===== config.mk =====
export PLATFORM = sky130hd
export DESIGN_NAME = sram_async_ctrl
export DESIGN_NICKNAME = d
export VERILOG_FILES = /design/src/rtl/sram_ctrl_pkg.sv /design/src/rtl/sram_phase_timer.sv /design/src/rtl/sram_byte_lane.sv /design/src/rtl/sram_async_ctrl.sv
export SDC_FILE = /design/constraint.sdc
export NUM_CORES = 1
export LEC_CHECK = 0
export BUFFER_PORTS_ARGS = -buffer_cell sky130_fd_sc_hd__buf_4
export CAP_MARGIN = 10
export CORE_MARGIN = 3
export CORE_UTILIZATION = 25
export CTS_CLUSTER_SIZE = 25
export DETAILED_ROUTE_END_ITERATION = 8
export PLACE_DENSITY = 0.56
export SLEW_MARGIN = 25
export SYNTH_ARGS = -nofsm -noshare
export SYNTH_HDL_FRONTEND = slang
export SYNTH_SLANG_ARGS = --single-unit

===== constraint.sdc =====
create_clock -name clk -period 2.5 [get_ports clk]
set_clock_uncertainty 0.1 [all_clocks]
set_input_delay 0.5 -clock clk [delete_from_list [all_inputs] [get_ports clk]]
set_output_delay 0.5 -clock clk [all_outputs]
set_load 0.005 [all_outputs]

===== src/rtl/sram_ctrl_pkg.sv =====
package sram_ctrl_pkg;

  typedef enum logic [2:0] {
    ST_IDLE,
    ST_TURN,
    ST_RD,
    ST_WSU,
    ST_WPUL,
    ST_WREC,
    ST_RESP
  } ctrl_st_e;

  // Ceiling conversion of a time in ns to cycles, never below one cycle.
  function automatic int unsigned ns2cyc(input int unsigned ns, input int unsigned clk_ns);
    int unsigned c;
    c = (ns + clk_ns - 1) / clk_ns;
    return (c == 0) ? 1 : c;
  endfunction

  function automatic int unsigned umax(input int unsigned a, input int unsigned b);
    return (a > b) ? a : b;
  endfunction

  function automatic int unsigned usub(input int unsigned a, input int unsigned b);
    return (a > b) ? a - b : 0;
  endfunction

endpackage


===== src/rtl/sram_phase_timer.sv =====
module sram_phase_timer #(
  parameter int unsigned CW = 5
) (
  input  logic          clk,
  input  logic          rst_n,
  input  logic          load,
  input  logic [CW-1:0] len,
  output logic          last
);
  logic [CW-1:0] cnt_q;

  always_ff @(posedge clk or negedge rst_n) begin
    if (!rst_n)          cnt_q <= '0;
    else if (load)       cnt_q <= len;
    else if (cnt_q > 1)  cnt_q <= cnt_q - 1'b1;
  end

  assign last = (cnt_q == CW'(1));
endmodule


===== src/rtl/sram_byte_lane.sv =====
module sram_byte_lane #(
  parameter int unsigned LW = 8
) (
  input  logic          clk,
  input  logic          rst_n,
  input  logic          strobe_nxt,
  input  logic          sel_nxt,
  input  logic          cap,
  input  logic          cap_sel,
  input  logic [LW-1:0] din,
  output logic          be_n,
  output logic [LW-1:0] rd
);
  always_ff @(posedge clk or negedge rst_n) begin
    if (!rst_n) begin
      be_n <= 1'b1;
      rd   <= '0;
    end else begin
      be_n <= !(strobe_nxt && sel_nxt);
      if (cap) rd <= cap_sel ? din : '0;
    end
  end
endmodule


===== src/rtl/sram_async_ctrl.sv =====
module sram_async_ctrl
  import sram_ctrl_pkg::*;
#(
  parameter int unsigned AW       = 19,
  parameter int unsigned DW       = 16,
  parameter int unsigned CLK_NS   = 4,
  parameter int unsigned T_RC_NS  = 70,
  parameter int unsigned T_AA_NS  = 70,
  parameter int unsigned T_OE_NS  = 35,
  parameter int unsigned T_WC_NS  = 70,
  parameter int unsigned T_CW_NS  = 60,
  parameter int unsigned T_AW_NS  = 60,
  parameter int unsigned T_WP_NS  = 50,
  parameter int unsigned T_DW_NS  = 30,
  parameter int unsigned T_AS_NS  = 0,
  parameter int unsigned T_WR_NS  = 0,
  parameter int unsigned T_DH_NS  = 0,
  parameter int unsigned T_OHZ_NS = 20
) (
  input  logic            clk,
  input  logic            rst_n,
  input  logic            host_valid,
  output logic            host_ready,
  input  logic            host_we,
  input  logic [AW-1:0]   host_addr,
  input  logic [DW-1:0]   host_wdata,
  input  logic [DW/8-1:0] host_mask,
  output logic            rsp_valid,
  output logic [DW-1:0]   rsp_rdata,
  output logic [AW-1:0]   mem_addr,
  output logic [DW-1:0]   mem_dq_o,
  output logic            mem_dq_oe,
  input  logic [DW-1:0]   mem_dq_i,
  output logic            mem_cs_n,
  output logic            mem_we_n,
  output logic            mem_oe_n,
  output logic [DW/8-1:0] mem_be_n
);
  localparam int unsigned NL      = DW / 8;
  localparam int unsigned RD_CYC  = umax(umax(ns2cyc(T_RC_NS, CLK_NS), ns2cyc(T_AA_NS, CLK_NS)),
                                         ns2cyc(T_OE_NS, CLK_NS));
  localparam int unsigned SU_CYC  = ns2cyc(T_AS_NS, CLK_NS);
  localparam int unsigned REC_CYC = umax(ns2cyc(T_WR_NS, CLK_NS), ns2cyc(T_DH_NS, CLK_NS));
  localparam int unsigned WP_CYC  = umax(umax(ns2cyc(T_WP_NS, CLK_NS), ns2cyc(T_DW_NS, CLK_NS)),
                                    umax(umax(usub(ns2cyc(T_AW_NS, CLK_NS), SU_CYC),
                                              usub(ns2cyc(T_CW_NS, CLK_NS), SU_CYC)),
                                         usub(ns2cyc(T_WC_NS, CLK_NS), SU_CYC + REC_CYC)));
  localparam int unsigned FLT_CYC = ns2cyc(T_OHZ_NS, CLK_NS);
  localparam int unsigned MAX_CYC = umax(umax(RD_CYC, WP_CYC), umax(umax(SU_CYC, REC_CYC), FLT_CYC));
  localparam int unsigned CW      = $clog2(MAX_CYC + 1);

  ctrl_st_e         st_q, st_d;
  logic             accept, last, load, zero_mask;
  logic             prev_rd_q, strobe_nxt, cap;
  logic [NL-1:0]    mask_q, mask_nxt;
  logic [CW-1:0]    len;

  assign host_ready = (st_q == ST_IDLE);
  assign rsp_valid  = (st_q == ST_RESP);
  assign accept     = host_valid && host_ready;
  assign zero_mask  = (host_mask == '0);

  always_comb begin
    st_d = st_q;
    unique case (st_q)
      ST_IDLE: if (accept) begin
        if (zero_mask)    st_d = ST_RESP;
        else if (!host_we) st_d = ST_RD;
        else              st_d = prev_rd_q ? ST_TURN : ST_WSU;
      end
      ST_TURN: if (last) st_d = ST_WSU;
      ST_RD:   if (last) st_d = ST_RESP;
      ST_WSU:  if (last) st_d = ST_WPUL;
      ST_WPUL: if (last) st_d = ST_WREC;
      ST_WREC: if (last) st_d = ST_RESP;
      default: st_d = ST_IDLE;
    endcase
  end

  always_comb begin
    unique case (st_d)
      ST_TURN: len = CW'(FLT_CYC);
      ST_RD:   len = CW'(RD_CYC);
      ST_WSU:  len = CW'(SU_CYC);
      ST_WPUL: len = CW'(WP_CYC);
      ST_WREC: len = CW'(REC_CYC);
      default: len = CW'(1);
    endcase
  end
  assign load = (st_d != st_q);

  sram_phase_timer #(.CW(CW)) u_timer (
    .clk(clk), .rst_n(rst_n), .load(load), .len(len), .last(last)
  );

  assign strobe_nxt = (st_d == ST_RD) || (st_d == ST_WSU) || (st_d == ST_WPUL) || (st_d == ST_WREC);
  assign mask_nxt   = accept ? host_mask : mask_q;
  assign cap        = ((st_q == ST_RD) && last) || (accept && zero_mask);

  always_ff @(posedge clk or negedge rst_n) begin
    if (!rst_n) begin
      st_q      <= ST_IDLE;
      mask_q    <= '0;
      prev_rd_q <= 1'b0;
      mem_addr  <= '0;
      mem_dq_o  <= '0;
      mem_cs_n  <= 1'b1;
      mem_we_n  <= 1'b1;
      mem_oe_n  <= 1'b1;
      mem_dq_oe <= 1'b0;
    end else begin
      st_q      <= st_d;
      mask_q    <= mask_nxt;
      if (accept) begin
        mem_addr <= host_addr;
        mem_dq_o <= host_wdata;
      end
      if ((st_q == ST_RD) && last) prev_rd_q <= 1'b1;
      else if (st_d == ST_WSU)     prev_rd_q <= 1'b0;
      mem_cs_n  <= !strobe_nxt;
      mem_we_n  <= !(st_d == ST_WPUL);
      mem_oe_n  <= !(st_d == ST_RD);
      mem_dq_oe <= (st_d == ST_WSU) || (st_d == ST_WPUL) || (st_d == ST_WREC);
    end
  end

  for (genvar i = 0; i < NL; i++) begin : g_lane
    sram_byte_lane #(.LW(8)) u_lane (
      .clk(clk), .rst_n(rst_n),
      .strobe_nxt(strobe_nxt), .sel_nxt(mask_nxt[i]),
      .cap(cap), .cap_sel((st_q == ST_RD) && mask_q[i]),
      .din(mem_dq_i[i*8 +: 8]),
      .be_n(mem_be_n[i]), .rd(rsp_rdata[i*8 +: 8])
    );
  end
endmodule


Yosys cells after proc, flatten, opt, wreduce, memory -nomap -nowiden:

Cells that the tools add are included.

* muxes and demuxes: 17
* equality and inequality tests: 13
* reductions and logical operators: 23
* add/subtract/negate cells: 1
* magnitude comparators: 1

Operators by type and width (number)
* $mux W3: 6
* $mux W8: 2
* $eq A3 B3 Y1 const B: 5
* $pmux W3 S5: 1
* $pmux W5 S3: 1
* $eq A3 B2 Y1 const B: 4
* $mux W5: 2
* $logic_and A1 B1 Y1: 7
* $eq A3 B1 Y1 const B: 2
* $logic_or A1 B1 Y1: 6
* $mux W2: 3
* $eq A5 B1 Y1 const B: 1
* $gt A5 B1 Y1 const B: 1
* $logic_not A1 Y1: 5
* $sub A5 B1 Y5 const B: 1
* $reduce_bool A2 Y1: 2
* $logic_not A3 Y1: 1
* $ne A3 B3 Y1: 1
* $logic_not A2 Y1: 1
* $mux W1: 2
* $reduce_or A2 Y1: 1

* output and inout bits: 59
* bits of input ports: 57
* logic and storage cells: 69
* bits in registers: 68

Depth between registers and ports, before layout:

Gate-level depths: netlist of run 1.

* word-level depth: 11
* depth in mapped cells: 8
* gate-level depth less buffers: 7

Hierarchy:

From an unflattened synthesis of run 1, not the netlist that was laid out.

* cells, all modules: 242
* area, all modules: 2926.6 um2

By module, submodules not included
* sram_async_ctrl: cells each 135, instances 1, area each 1879.3 um2, seq. area each 1129.8 um2
* sram_byte_lane: cells each 36, instances 2, area each 356.6 um2, seq. area each 226.5 um2
* sram_phase_timer: cells each 35, instances 1, area each 334.1 um2, seq. area each 125.1 um2

Worst setup path before layout of run 1:

No wires, ideal clock.

* kind: register -> register
* start: reg u_timer.cnt_q[0]
* end: reg u_timer.cnt_q[0]
* period minus slack after synthesis: 1.949 ns
* stages on the path, launching flop included: 8
* arrival: 1.728 ns
* buffers on the path: 1
* setup time: 0.122 ns
* setup slack: 0.551 ns
* cells stage by stage: dfrtp_1 ha_1 nor4b_4 buf_6 a32o_2 a221oi_4 nand3_2 a32o_1

* word-level cells in the longest chain between the ends: 6

Ends and longest elaborated chain
* start: declaration: RTL line sram_phase_timer.sv:10 `logic [CW-1:0] cnt_q;`
* start signal: assignment: RTL line sram_phase_timer.sv:14 `else if (load) cnt_q <= len;`
* start signal: assignment: RTL line sram_phase_timer.sv:15 `else if (cnt_q > 1) cnt_q <= cnt_q - 1'b1;`
* $eq A5 B1 Y1: RTL line sram_phase_timer.sv:18 `assign last = (cnt_q == CW'(1));`
* $mux W3 (on tied branches)
* $pmux W3 S5: RTL line sram_async_ctrl.sv:65 `unique case (st_q)`
* $eq A3 B3 Y1 (tied with other cells): RTL line sram_async_ctrl.sv:81 `unique case (st_d)`
* $pmux W5 S3: RTL line sram_async_ctrl.sv:81
* $mux W5: RTL line sram_phase_timer.sv:14

Parallel ways exist; a longest one is shown, timed or not. The select of a mux whose other input is x is not followed.
A chain may end at the register's enable or synchronous reset.

Worst setup path in the final report of run 1:

Ends and elaborated chain as after synthesis.

==> results of run 1 <==
==> stage by stage <==
| stage | hold WS, ns | power [mW] |
|---|---|---|
| after floorplan | 0.104 | 3.29 |
| after global routing | 0.257 | 5.93 |
| after detailed placement | 0.373 | 4.32 |
| after global placement | 0.368 | 4.27 |
| final | 0.190 | 5.50 |
| after CTS | 0.221 | 5.60 |
==> area by class of cell <==
class	count	area, um2
fill	1113	7260
sequential	68	1710
multi-input combinational	160	1180
timing repair buffer	123	923
clock buffer	12	246
tap	143	179
clock inverter	4	48.8
inverter	3	11.3
==> kinds of logic after synthesis <==
logic type / count (synthesis)
fa+ha+maj: 2
compound gates: 42
flops: 68
mux: 38
simple gates: 76
xor+xnor: 2
buf+inv: 19
==> final timing paths <==
path                                   startpoint                     end  slack [ns]  depth (start not counted)
min in group clk                    host_wdata[1]             mem_dq_o[1]        0.31                          2
max in group asynchronous                   rst_n  g_lane[1].u_lane.rd[1]        1.56                          1
min reg2reg                g_lane[0].u_lane.rd[6]  g_lane[0].u_lane.rd[6]        0.38                          2
min                                         rst_n            mem_addr[11]        0.19                          1
max reg2reg                      u_timer.cnt_q[0]        u_timer.cnt_q[0]        0.32                          7
max                              u_timer.cnt_q[0]        u_timer.cnt_q[0]        0.32                          7
==> registers in the layout (all words and copies together), names as in the netlist <==
signal / flops
g_lane.u_lane.be_n: 2
mem_addr: 19
mem_dq_oe: 1
mem_oe_n: 1
u_timer.cnt_q: 5
mask_q: 2
st_q: 3
prev_rd_q: 1
mem_cs_n: 1
mem_dq_o: 16
mem_we_n: 1
g_lane.u_lane.rd: 16
==> layer usage <==
| metal | track usage | up-vias | routed length [um] |
|---|---|---|---|
| li1 | - | 1098 | - |
| met1 | 0.140 | 1085 | 3100 |
| met2 | 0.167 | 79 | 3450 |
| met3 | 0.0433 | 12 | 575 |
| met4 | 0.0423 | 0 | 105 |
| met5 | 0 | - | 0 |
==> worst max-delay path: cells and delay by family (launching register included) <==
| family | cells | cell delay, ns |
|---|---|---|
| AO/OA/AOI/OAI | 3 | 0.83 |
| flip-flops | 1 | 0.43 |
| AND/OR/NAND/NOR | 2 | 0.27 |
| adder cells (fa/ha/maj) | 1 | 0.23 |
| buffers and inverters | 1 | 0.19 |
==> cell usage after synthesis (all sizes together) (2+ instances only) <==
library cell,count
and2,2
a32oi,2
o21a,2
buf,12
nand3b,2
mux2,37
nor3b,2
dfrtp,63
inv,3
a21o,2
nor2,11
nor3,4
nand3,3
dfstp,5
nor4b,2
a32o,3
nand2,41
o21ai,22
clkbuf,4
and3,2
ha,2
nand2b,2
a31oi,3
==> layout by cell type (no fill, tap or decap), types with 3 or more instances in the layout <==
master / Yosys / layout
buf_4: 2 / 123
clkbuf_16: 0 / 9
dfrtp_1: 63 / 63
dfstp_2: 5 / 5
inv_1: 3 / 3
mux2_2: 37 / 37
nand2_1: 39 / 39
nor2_1: 9 / 9
nor3_1: 4 / 4
o21ai_0: 18 / 18
o21ai_1: 4 / 4
==> power by group through the flow <==
| stage | clock, mW | combinational [mW] | sequential [mW] |
|---|---|---|---|
| CTS | 1.29 | 2.39 | 1.92 |
| floorplan | 0 | 1.37 | 1.92 |
| global placement | 0 | 2.35 | 1.92 |
| detailed placement | 0 | 2.38 | 1.93 |
| global route | 1.35 | 2.61 | 1.98 |
| finish | 1.24 | 2.35 | 1.91 |
==> reports/metrics.yaml, run 1 <==
critical_path:
  critPathLaunchType: "flip-flop"
  slowest_stage: "dfrtp_1"
  worstPathRequired_ns: 2.61
  path_class: "reg2reg"
  cp-end-kind: "flip-flop"
  worst_path_largest_cell_delay_ns: 0.43
  cp_max_fo: 11
  worstPathCellList: "ha_1, nor4b_4, buf_4, a32o_2, a221oi_4, nand3_2, a32o_1"
  crit_arrival_ns: 2.28
sta:
  finalSetupViolCount: 0
  fin_crit_ns: 2.18
  drv_slew: 0
  final.setup.tns_ns: 0
  fmax_mhz: 459
  fin_ws_ns: 0.322
  hold_violations: 0
  relSlewSlack: 0.433
  fin_crit_sh: 0.871
  worstMarginPinSlew_ns: 0.851
  rsz0062_at_grt: "false"
placed_design:
  port_buffers: 115
  gp_congestion: 0.805
  hpwl_um: 5450
  post-place-cells: 497
  place_worst_setup_slack_ns: 0.322
  dpl_cell_area_mm2: 0.00401
logic_synthesis:
  synth_top_family_by_area: "multiplexers"
  yosysSeqAreaShare: 0.570
  ys_types: 52
  synth_edf_count: 0
  synthMuxAreaShare: 0.142
  synth_fa_ha_area_frac: 0.00835
  syn_inst: 247
  synthTopCellsByArea: "dfrtp_1 53%, mux2_2 14%, nand2_1 4.9%, dfstp_2 4.4%, o21ai_0 3.0%"
  syn-num-nets: 306
  synth_xor_area_frac: 0.00585
  synth_compound_area_frac: 0.0985
  synth.largest_area_cell: "dfrtp_1"
  yosys_warnings: 0
  yosysTopAreaCellShare: 0.526
  ys.flop_type: "dfrtp_1"
  ys_seq_elements: 68
  syn_area_mm2: 0.00300
  synth_simple_gate_area_share: 0.134
  async_flop_share: 1.00
  postSynthAreaPerCell_um2: 12.1
drt:
  vias: 2274
  wl_per_cell_um: 14.1
  drt-vias-per-instance: 4.43
  drt_iter0_markers: 90
  final_antenna_net_count: 0
  wl_um: 7230
  route.detailed.drc: 0
  drtPass1Iterations: 4
global_routing:
  grt-ovfl-total: 0
  antenna_found_initial: 0
  track_usage: 0.109
  grt_max_degree: 69
  grt_pass1_wl_um: 11300
  first_global_vias: 2222
run_status:
  status: "finished, final reports clean"
clock_network:
  postCtsSetupBuffers: 0
  cts_tree: "yes"
  cts_max_path_buffers: 2
  cts_root_buf: "clkbuf_16"
  cts_buffers: 9
  clkLatencyLatePin_ns: 0.32
  htree_levels: 3
  cts.sinks: 68
  cts_hold_buf: 0
  clk_pin_slew_ns: 0.05
  post_cts_resized: 0
floorplanning:
  fp-row-count: 39
  dieWidth_um: 115
  core_area_mm2: 0.0116
  io_pins: 116
  initial_core_util: 0.259
  die_y_um: 115
  die-area_mm2: 0.0133
layout:
  diodes: 0
  drive_gt1_frac: 0.530
  nets: 424
  finish.utilization: 0.372
  area_delta_synth_final_pct: 43.5
  stdcell_area_mm2: 0.00430
  finalNonFillerCells: 513
power_and_ir_drop:
  power_frac_comb: 0.427
  switching_share: 0.321
  peakVddDrop_mv: 0.414
  power.switching_mw: 1.77
  intPower_mw: 3.74
  power_leakage_nw: 2.00
  pwr-share-clk: 0.226
  p_per_area_mw_per_mm2: 1280
  power_frac_seq: 0.348
min_path:
  hold_class: "in2async"
run:
  maxCapViolCount: 0
No activity file was read; power rests on OpenSTA's default activity.
==> run 2, diff against run 1 <==
Settings changed: PLACE_DENSITY 0.56 to 0.52, SKIP_CTS_REPAIR_TIMING from default to 1.
==> reports/metrics.yaml, run 2 (synthesized netlist as in run 1, its figures left out) <==
sta:
  relSlewSlack: 0.416  # was 0.433
  finalSetupViolCount: 0  # unchanged
  final.setup.tns_ns: 0  # unchanged
  fmax_mhz: 428  # was 459 MHz
  drv_slew: 0  # unchanged
  fin_ws_ns: 0.163  # was 0.322 ns
  hold_violations: 0  # unchanged
  rsz0062_at_grt: "false"  # unchanged
  fin_crit_sh: 0.935  # was 0.871
  whs_ns: 0.171  # was 0.190 ns
  worstMarginPinSlew_ns: 0.876  # was 0.851 ns
  fin_crit_ns: 2.34  # was 2.18 ns
layout:
  top_register: "mem_addr"  # unchanged
  drive_gt1_frac: 0.528  # was 0.530
  fillers: 1124  # was 1113
  diodes: 0  # unchanged
  nets: 423  # was 424
  top_regs: "mem_addr: 19 flops, g_lane.u_lane.rd: 16 flops, mem_dq_o: 16 flops"  # unchanged
  largest_reg_flops: 19  # unchanged
  stdcell_area_mm2: 0.00433  # was 0.00430 mm2
  final_cell_mix: "122 x buf_4, 63 x dfrtp_1, 39 x nand2_1"  # was 123 x buf_4, 63 x dfrtp_1, 39 x nand2_1
  finish.utilization: 0.374  # was 0.372
  layout_commonest_cell: "buf_4"  # unchanged
  area_delta_synth_final_pct: 44.5  # was 43.5%
  finalNonFillerCells: 512  # was 513
run_status:
  status: "finished, final reports clean"  # unchanged
floorplanning:
  io_pins: 116  # unchanged
  die_y_um: 115  # unchanged
  die-area_mm2: 0.0133  # unchanged
  dieWidth_um: 115  # unchanged
  fp-row-count: 39  # unchanged
  initial_core_util: 0.259  # unchanged
  core_area_mm2: 0.0116  # unchanged
placed_design:
  dpl_cell_area_mm2: 0.00400  # was 0.00401 mm2
  place_worst_setup_slack_ns: 0.207  # was 0.322 ns
  port_buffers: 115  # unchanged
  gp_congestion: 0.823  # was 0.805
  post-place-cells: 496  # was 497
  hpwl_um: 5460  # was 5450 um
drt:
  route.detailed.drc: 0  # unchanged
  drt_iter0_markers: 120  # was 90
  vias: 2291  # was 2274
  wl_um: 7590  # was 7230 um
  wl_per_cell_um: 14.8  # was 14.1 um
  final_antenna_net_count: 0  # unchanged
  drtPass1Iterations: 4  # unchanged
  drt-vias-per-instance: 4.47  # was 4.43
critical_path:
  worst_path_largest_cell_delay_ns: 0.39  # was 0.43 ns
  crit_family: "simple AND/OR/NAND/NOR gates"  # was compound AO/OA/AOI/OAI gates
  slowest_stage: "dfrtp_1"  # unchanged
  worstPathCellList: "inv_1, ha_1, nor4b_4, buf_4, nand2_2, a221oi_4, nand3_2, a32o_1"  # was ha_1, nor4b_4, buf_4, a32o_2, a221oi_4, nand3_2, a32o_1
  critPathLaunchType: "flip-flop"  # unchanged
  cp_max_fo: 8  # was 11
  crit_arrival_ns: 2.46  # was 2.28 ns
  cp_num_buf_inv: 2  # was 1
  worstPathRequired_ns: 2.62  # was 2.61 ns
  cp-end-kind: "flip-flop"  # unchanged
  path_class: "reg2reg"  # unchanged
power_and_ir_drop:
  power_frac_seq: 0.339  # was 0.348
  switching_share: 0.316  # was 0.321
  power_leakage_nw: 2.01  # was 2.00 nW
  power.switching_mw: 1.80  # was 1.77 mW
  p_total_mw: 5.71  # was 5.50 mW
  pwr-share-clk: 0.253  # was 0.226
  intPower_mw: 3.90  # was 3.74 mW
  peakVddDrop_mv: 0.395  # was 0.414 mV
  power_frac_comb: 0.408  # was 0.427
  p_per_area_mw_per_mm2: 1320  # was 1280 mW/mm2
clock_network:
  cts.sinks: 68  # unchanged
  cts_tree: "yes"  # unchanged
  cts_root_buf: "clkbuf_16"  # unchanged
  clk_pin_slew_ns: 0.06  # was 0.05 ns
  cts_buffers: 9  # unchanged
  clkLatencyLatePin_ns: 0.33  # was 0.32 ns
  cts_max_path_buffers: 2  # unchanged
  htree_levels: 3  # unchanged
min_path:
  hold_class: "in2async"  # unchanged
global_routing:
  grt-ovfl-total: 0  # unchanged
  grt_max_degree: 69  # unchanged
  grt_pass1_wl_um: 11700  # was 11300 um
  first_global_vias: 2340  # was 2222
  track_usage: 0.116  # was 0.109
  antenna_found_initial: 0  # unchanged
run:
  maxCapViolCount: 0  # unchanged
## run 2: cell count changes in the layout (fill, tap and decap cells not counted)
cell and delta:
bufinv_16 +2, clkinv_4 -1, buf_4 -1, clkbuf_8 -1
## run 2: area by class of cell
type,count,area (um2),area share
multi-input combinational,160,1180,0.273
tap,143,179,0.0413
timing repair buffer,122,916,0.211
clock inverter,5,100,0.0231
inverter,3,11.3,0.00260
clock buffer,11,233,0.0537
sequential,68,1710,0.394
## run 2: final timing paths
kind / from / end / slack (ns) / depth (start not counted)
max reg2reg: u_timer.cnt_q[1] / u_timer.cnt_q[0] / 0.16 / 8
max: u_timer.cnt_q[1] / u_timer.cnt_q[0] / 0.16 / 8
min: rst_n / u_timer.cnt_q[0] / 0.17 / 1
min in group clk: host_wdata[4] / mem_dq_o[4] / 0.29 / 2
min reg2reg: g_lane[0].u_lane.rd[5] / g_lane[0].u_lane.rd[5] / 0.38 / 2
max in group asynchronous: rst_n / mem_dq_oe / 1.54 / 1
## run 2: worst reg2reg max path, stage by stage, from the launching register on
cell      delay (ns)
dfrtp_1         0.39
inv_1           0.11
ha_1            0.18
nor4b_4         0.37
buf_4           0.25
nand2_2         0.09
a221oi_4        0.33
nand3_2         0.15
a32o_1          0.27
## run 2: power by group through the flow
stage                     Clock (mW)  Combinational, mW  Sequential [mW]
after floorplan                    0               1.37             1.92
after global placement             0               2.33             1.93
after detailed placement           0               2.35             1.95
after CTS                       1.49               2.38             1.94
after global routing            1.55               2.57             2.01
final                           1.44               2.33             1.93
## run 2: routing by layer
| metal | global-route usage | part of all wire |
|---|---|---|
| met1 | 0.136 | 0.42 |
| met2 | 0.189 | 0.49 |
| met3 | 0.0543 | 0.073 |
| met4 | 0.0399 | 0.012 |
| met5 | 0 | 0 |
